<file path="config.mk">
export PLATFORM = sky130hd
export DESIGN_NAME = cclk_gen
export DESIGN_NICKNAME = d
export VERILOG_FILES = /design/src/rtl/cclk_pkg.sv /design/src/rtl/cclk_ref_sync.sv /design/src/rtl/cclk_seq.sv /design/src/rtl/cclk_ddr_out.sv /design/src/rtl/cclk_gen.sv
export SDC_FILE = /design/constraint.sdc
export NUM_CORES = 1
export LEC_CHECK = 0
export ABC_AREA = 0
export ABC_CLOCK_PERIOD_IN_PS = 2800
export CORE_ASPECT_RATIO = 0.9
export CORE_MARGIN = 2
export CORE_UTILIZATION = 50
export CTS_CLUSTER_SIZE = 30
export DETAILED_ROUTE_END_ITERATION = 10
export HOLD_SLACK_MARGIN = 0.12
export PLACE_DENSITY_LB_ADDON = 0.12
export SLEW_MARGIN = 20
export SYNTH_ARGS = -nofsm -noshare
export SYNTH_HDL_FRONTEND = slang
export SYNTH_SLANG_ARGS = --single-unit
</file>
<file path="constraint.sdc">
create_clock -name clk_i -period 2.8 [get_ports clk_i]
set_input_delay 0.28 -clock clk_i [delete_from_list [all_inputs] [get_ports clk_i]]
set_output_delay 0.28 -clock clk_i [all_outputs]
set_load 0.01 [all_outputs]
</file>
<file path="src/rtl/cclk_pkg.sv">
package cclk_pkg;
  localparam int DIV_R0  = 1;
  localparam int DIV_R1  = 2;
  localparam int DIV_R2  = 4;
  localparam int DIV_R3  = 5;
  localparam int MAX_DIV = 5;
  localparam int PH_W    = $clog2(MAX_DIV);

  typedef logic [PH_W:0] len_t;

  typedef enum logic [2:0] {
    MD_DIV1, MD_DIV2, MD_DIV4, MD_DIV5, MD_STOP_HI, MD_STOP_LO, MD_LOWPWR
  } mode_e;

  function automatic mode_e sel_to_mode(input logic [1:0] sel);
    case (sel)
      2'b00:   return MD_DIV1;
      2'b01:   return MD_DIV2;
      2'b10:   return MD_DIV4;
      default: return MD_DIV5;
    endcase
  endfunction

  // Period length in input cycles; parked and low-power modes re-decide each cycle
  function automatic len_t mode_len(input mode_e m);
    case (m)
      MD_DIV1: return len_t'(DIV_R0);
      MD_DIV2: return len_t'(DIV_R1);
      MD_DIV4: return len_t'(DIV_R2);
      MD_DIV5: return len_t'(DIV_R3);
      default: return len_t'(1);
    endcase
  endfunction

  function automatic logic is_div(input mode_e m);
    return (m == MD_DIV1) || (m == MD_DIV2) || (m == MD_DIV4) || (m == MD_DIV5);
  endfunction
endpackage

</file>
<file path="src/rtl/cclk_ref_sync.sv">
module cclk_ref_sync #(
  parameter int STAGES = 2
) (
  input  logic clk_i,
  input  logic rst_ni,
  input  logic d_i,
  output logic q_o
);
  logic [STAGES-1:0] sync_q;

  for (genvar i = 0; i < STAGES; i++) begin : g_stage
    always_ff @(posedge clk_i or negedge rst_ni) begin
      if (!rst_ni)     sync_q[i] <= 1'b0;
      else if (i == 0) sync_q[i] <= d_i;
      else             sync_q[i] <= sync_q[(i == 0) ? 0 : i-1];
    end
  end

  assign q_o = sync_q[STAGES-1];
endmodule

</file>
<file path="src/rtl/cclk_seq.sv">
module cclk_seq
  import cclk_pkg::*;
(
  input  logic       clk_i,
  input  logic       rst_ni,
  input  logic       en_i,
  input  logic [1:0] div_sel_i,
  input  logic       stop_hi_i,
  input  logic       stop_lo_i,
  input  logic       lowpwr_i,
  input  logic       ref_i,
  output logic       hi_o,
  output logic       lo_o
);
  mode_e           mode_q, mode_d, req_mode;
  logic [PH_W-1:0] ph_q, ph_d;
  logic            hi_q, lo_q, hi_d, lo_d;
  logic            bound;
  len_t            len, nxt, dbl_hi, dbl_lo;

  assign bound = (ph_q == '0);

  always_comb begin
    if (stop_lo_i)      req_mode = MD_STOP_LO;
    else if (stop_hi_i) req_mode = MD_STOP_HI;
    else if (lowpwr_i)  req_mode = MD_LOWPWR;
    else                req_mode = sel_to_mode(div_sel_i);
  end

  assign mode_d = bound ? req_mode : mode_q;
  assign len    = mode_len(mode_d);
  assign dbl_hi = {ph_q, 1'b0};
  assign dbl_lo = {ph_q, 1'b1};
  assign nxt    = {1'b0, ph_q} + len_t'(1);
  assign ph_d   = (nxt >= len) ? '0 : nxt[PH_W-1:0];

  always_comb begin
    case (mode_d)
      MD_STOP_HI: begin hi_d = 1'b1;  lo_d = 1'b1;  end
      MD_STOP_LO: begin hi_d = 1'b0;  lo_d = 1'b0;  end
      MD_LOWPWR:  begin hi_d = ref_i; lo_d = ref_i; end
      default: begin
        // first N half-periods of a 2N half-period frame are high
        hi_d = dbl_hi < len;
        lo_d = dbl_lo < len;
      end
    endcase
  end

  always_ff @(posedge clk_i or negedge rst_ni) begin
    if (!rst_ni) begin
      mode_q <= MD_DIV1;
      ph_q   <= '0;
      hi_q   <= 1'b0;
      lo_q   <= 1'b0;
    end else if (!en_i) begin
      ph_q   <= '0;
      hi_q   <= 1'b0;
      lo_q   <= 1'b0;
    end else begin
      mode_q <= mode_d;
      ph_q   <= ph_d;
      hi_q   <= hi_d;
      lo_q   <= lo_d;
    end
  end

  assign hi_o = hi_q;
  assign lo_o = lo_q;

  a_r3_mode_held_in_period: assert property (@(posedge clk_i) disable iff (!rst_ni)
    (ph_q != '0) |=> $stable(mode_q));

  a_r3_period_ends_low: assert property (@(posedge clk_i) disable iff (!rst_ni)
    (bound && is_div(mode_q)) |-> !lo_q);

  a_r4_stop_high: assert property (@(posedge clk_i) disable iff (!rst_ni)
    (en_i && bound && !stop_lo_i && stop_hi_i) |=> (hi_q && lo_q));

  a_r6_stop_low_wins: assert property (@(posedge clk_i) disable iff (!rst_ni)
    (en_i && bound && stop_lo_i) |=> (!hi_q && !lo_q));

  a_r8_disable_low: assert property (@(posedge clk_i) disable iff (!rst_ni)
    !en_i |=> (!hi_q && !lo_q && ph_q == '0));
endmodule

</file>
<file path="src/rtl/cclk_ddr_out.sv">
module cclk_ddr_out (
  input  logic clk_i,
  input  logic rst_ni,
  input  logic hi_i,
  input  logic lo_i,
  output logic clk_o
);
  logic rise_q, fall_q, lo_q;

  // out = rise_q ^ fall_q: high half shows hi_i, low half shows lo_i
  always_ff @(posedge clk_i or negedge rst_ni) begin
    if (!rst_ni) begin
      rise_q <= 1'b0;
      lo_q   <= 1'b0;
    end else begin
      rise_q <= hi_i ^ fall_q;
      lo_q   <= lo_i;
    end
  end

  always_ff @(negedge clk_i or negedge rst_ni) begin
    if (!rst_ni) fall_q <= 1'b0;
    else         fall_q <= rise_q ^ lo_q;
  end

  assign clk_o = rise_q ^ fall_q;

  a_r10_low_half_level: assert property (@(posedge clk_i) disable iff (!rst_ni)
    clk_o == lo_q);
endmodule

</file>
<file path="src/rtl/cclk_gen.sv">
module cclk_gen
  import cclk_pkg::*;
#(
  parameter int SYNC_STAGES = 2
) (
  input  logic       clk_i,
  input  logic       rst_ni,
  input  logic       en_i,
  input  logic [1:0] div_sel_i,
  input  logic       stop_hi_i,
  input  logic       stop_lo_i,
  input  logic       lowpwr_i,
  input  logic       ref_i,
  output logic       card_clk_o
);
  logic ref_s, hi_l, lo_l;

  cclk_ref_sync #(.STAGES(SYNC_STAGES)) u_sync (
    .clk_i (clk_i),
    .rst_ni(rst_ni),
    .d_i   (ref_i),
    .q_o   (ref_s)
  );

  cclk_seq u_seq (
    .clk_i    (clk_i),
    .rst_ni   (rst_ni),
    .en_i     (en_i),
    .div_sel_i(div_sel_i),
    .stop_hi_i(stop_hi_i),
    .stop_lo_i(stop_lo_i),
    .lowpwr_i (lowpwr_i),
    .ref_i    (ref_s),
    .hi_o     (hi_l),
    .lo_o     (lo_l)
  );

  cclk_ddr_out u_out (
    .clk_i (clk_i),
    .rst_ni(rst_ni),
    .hi_i  (hi_l),
    .lo_i  (lo_l),
    .clk_o (card_clk_o)
  );
endmodule

</file>
==> impl_metrics.yaml, run 1 <==
placement:
  pre_cts_ws_ns: 0.0103
  placed_area_um2: 911
  numPortBuffers: 9
  place.gp.congestion: 0.849
  hpwl_um: 1090
synthesis:
  ys_seq_area_frac: 0.419
  synthFlopType: "dfrtp_1"
  ys_async_sr_fraction: 1.00
  syn_avg_cell_area_um2: 10.8
  yosys.area.top_type_share: 0.386
  synth_warnings: 0
  yosysUniqueCellTypes: 29
  synth-edff-count: 0
  synth_top_area_cell: "dfrtp_1"
  synth_area_leaders: "dfrtp_1, ha_1, xor2_1"
  ys_ff_latch: 13
  syn-cell-area_um2: 777
  syn_inst: 72
  syn_nets: 89
timing:
  drv_slew: 0
  skew_ns: 0.0148
  setup_tns_ns: 0
  slew_headroom: 0.748
  setup_viol: 0
  worstMarginPinSlew_ns: 0.375
  setup_ws_ns: 0.120
  finalHoldViolCount: 0
  grt_setup_unrepaired: "no"
global_routing:
  grt_max_degree: 13
  track_usage: 0.179
  antenna_found_initial: 0
  grt_pass1_vias: 599
  grt_pass1_wl_um: 2480
  grt-ovfl-total: 0
setup_path:
  critPathMaxFanout: 2
  r2r_slack_ns: 0.31
  startpoint: "u_out.fall_q"
  cp-start-kind: "flop"
  r2r-end: "u_seq.ph_q[2]"
  cp.arrival_ns: 2.40
  ff2ff_path_depth: 11
  endpoint: "card_clk_o"
  end_kind: "output port"
  path_class: "flop to output port"
  timing.rr.start: "u_seq.ph_q[1]"
  crit_required_ns: 2.52
power:
  power_switching_w: 0.000164
  seq_power_share: 0.454
  switching_share: 0.305
  p_leak_nw: 0.443
  finalPower_w: 0.000538
  power_frac_comb: 0.340
  intPower_w: 0.000374
  ir_drop_mv: 0.456
  power_density_nw_per_um2: 577
  pwr-share-clk: 0.206
floorplan:
  dieArea_um2: 1890
  start_util: 0.537
  core_um2: 1450
  fp.dieW_um: 45.6
  rows: 13
  die_h_um: 41.4
  io-pin-count: 10
routing:
  dr.pass1.iters: 4
  final_antenna_net_count: 0
  drt_first_iter_violations: 5
  route.detailed.drc: 0
  wire_per_inst_um: 12.8
  wl_um: 1320
  dr_total_vias: 562
  viasPerCell: 5.46
clocking:
  cts.sinks: 13
  root_buffer: "clkbuf_4"
  path_clk_slew_ns: 0.07
  clock_latency_ns: 0.28
  cts_made_buffers: 3
  post_cts_buffers: 0
  holdBufCountCts: 0
  h-tree-depth: 1
  cts.path.max_buffers: 2
  cts_tree: "done"
final_layout:
  area_delta_synth_final_pct: 20.0
  drive_above_1_share: 0.193
  antenna_cells: 0
  layout_common_cells: "dfrtp_1, inv_1, ha_1, clkdlybuf4s50_1, nor2_1"
  final_area_um2: 932
  layout_commonest_cell: "dfrtp_1"
  layout.nets: 106
flow_run:
  drv_cap: 0
hold_path:
  hold_class: "flop to flop"
status:
  status: "finished clean"
[state kept, by name (all words and copies together), names as in the netlist]
signal,flops
u_seq.mode_q,3
u_seq.ph_q,3
u_out.fall_q,1
u_out.lo_q,1
u_out.rise_q,1
u_seq.hi_o,1
u_seq.lo_o,1
u_sync.q_o,1
u_sync.sync_q,1
[power groups by stage]
stage	Sequential [W]	Clock (W)	Combinational, W
floorplan	0.000246	0	0.000115
global placement	0.000246	0	0.000192
detailed placement	0.000249	0	0.000198
CTS	0.000245	0.000113	0.000193
global route	0.000248	0.000127	0.000210
finish	0.000244	0.000111	0.000183
[worst max-delay path: stages (launching register included)]
cell and delay (ns):
dfrtn_1 0.43, xor2_1 0.14, clkbuf_2 0.15
[cell families (layout without fill, tap and decap cells)]
family                   Yosys count  after routing  synth area share
adder cells (fa/ha/maj)            8              8             0.129
AO/OA/AOI/OAI                     13             13             0.140
XOR/XNOR                           4              4            0.0451
multiplexers                       3              3            0.0419
AND/OR/NAND/NOR                   21             21             0.176
buffers and inverters             10             26            0.0499
flip-flops                        13             13             0.419
[per-stage QoR]
stage	util	hold slack (ns)	std cells
6_report	0.644	0.352	103
5_1_grt	0.644	0.361	103
4_1_cts	0.647	0.355	103
3_5_place_dp	0.629	0.337	99
3_3_place_gp	0.629	0.332	99
2_1_floorplan	-	-0.0156	72
[worst min path at each step]
| stage | slack, ns | end | depth (start not counted) | from |
|---|---|---|---|---|
| 2_1_floorplan | -0.02 | u_out.lo_q | 0 | rst_ni |
| 3_3_place_gp | 0.33 | u_sync.q_o | 0 | u_sync.sync_q[0] |
| 3_5_place_dp | 0.34 | u_sync.q_o | 0 | u_sync.sync_q[0] |
| 4_1_cts | 0.35 | u_sync.q_o | 0 | u_sync.sync_q[0] |
| 5_1_grt | 0.36 | u_seq.mode_q[2] | 2 | rst_ni |
| 6_report | 0.35 | u_sync.q_o | 0 | u_sync.sync_q[0] |
[synthesized netlist by cell type (2+ instances only)]
cell type	number
inv_1	9
o221ai_1	2
mux2_2	2
nor3_1	3
nor2_1	7
xor2_1	4
a21oi_1	3
ha_1	8
o2111ai_1	2
o21ai_0	2
dfrtp_1	12
[layout make-up]
type	instances	area, um^2
multi-input cells	49	413
flip-flops and latches	13	325
inverters	9	33.8
fillers	119	515
clock buffers	4	26.3
repair buffers	13	115
well taps	15	18.8
[per-layer routing]
| metal | vias to the layer above | share of wire | global-route usage |
|---|---|---|---|
| li1 | 283 | - | - |
| met3 | 0 | 0.035 | 0.0783 |
| met4 | 0 | 0 | 0 |
| met2 | 7 | 0.52 | 0.304 |
| met5 | - | 0 | 0 |
| met1 | 272 | 0.45 | 0.220 |
[what timing repair did]
action,in CTS,in global routing
hold endpoints to repair,0,0
setup endpoints to repair,1,2
gates resized for setup,2,2
gates cloned,0,0
(Power assumes the default switching activity.)
==> run 2: changes to the inputs <==
--- a/config.mk
+++ b/config.mk
@@ -7,6 +7,7 @@
 export LEC_CHECK = 0
 export ABC_AREA = 0
 export ABC_CLOCK_PERIOD_IN_PS = 2800
+export CAP_MARGIN = 20
 export CORE_ASPECT_RATIO = 0.9
 export CORE_MARGIN = 2
 export CORE_UTILIZATION = 50
==> results of run 2 <==
No change in the layout: final DEF, timing and power equal those of run 1.
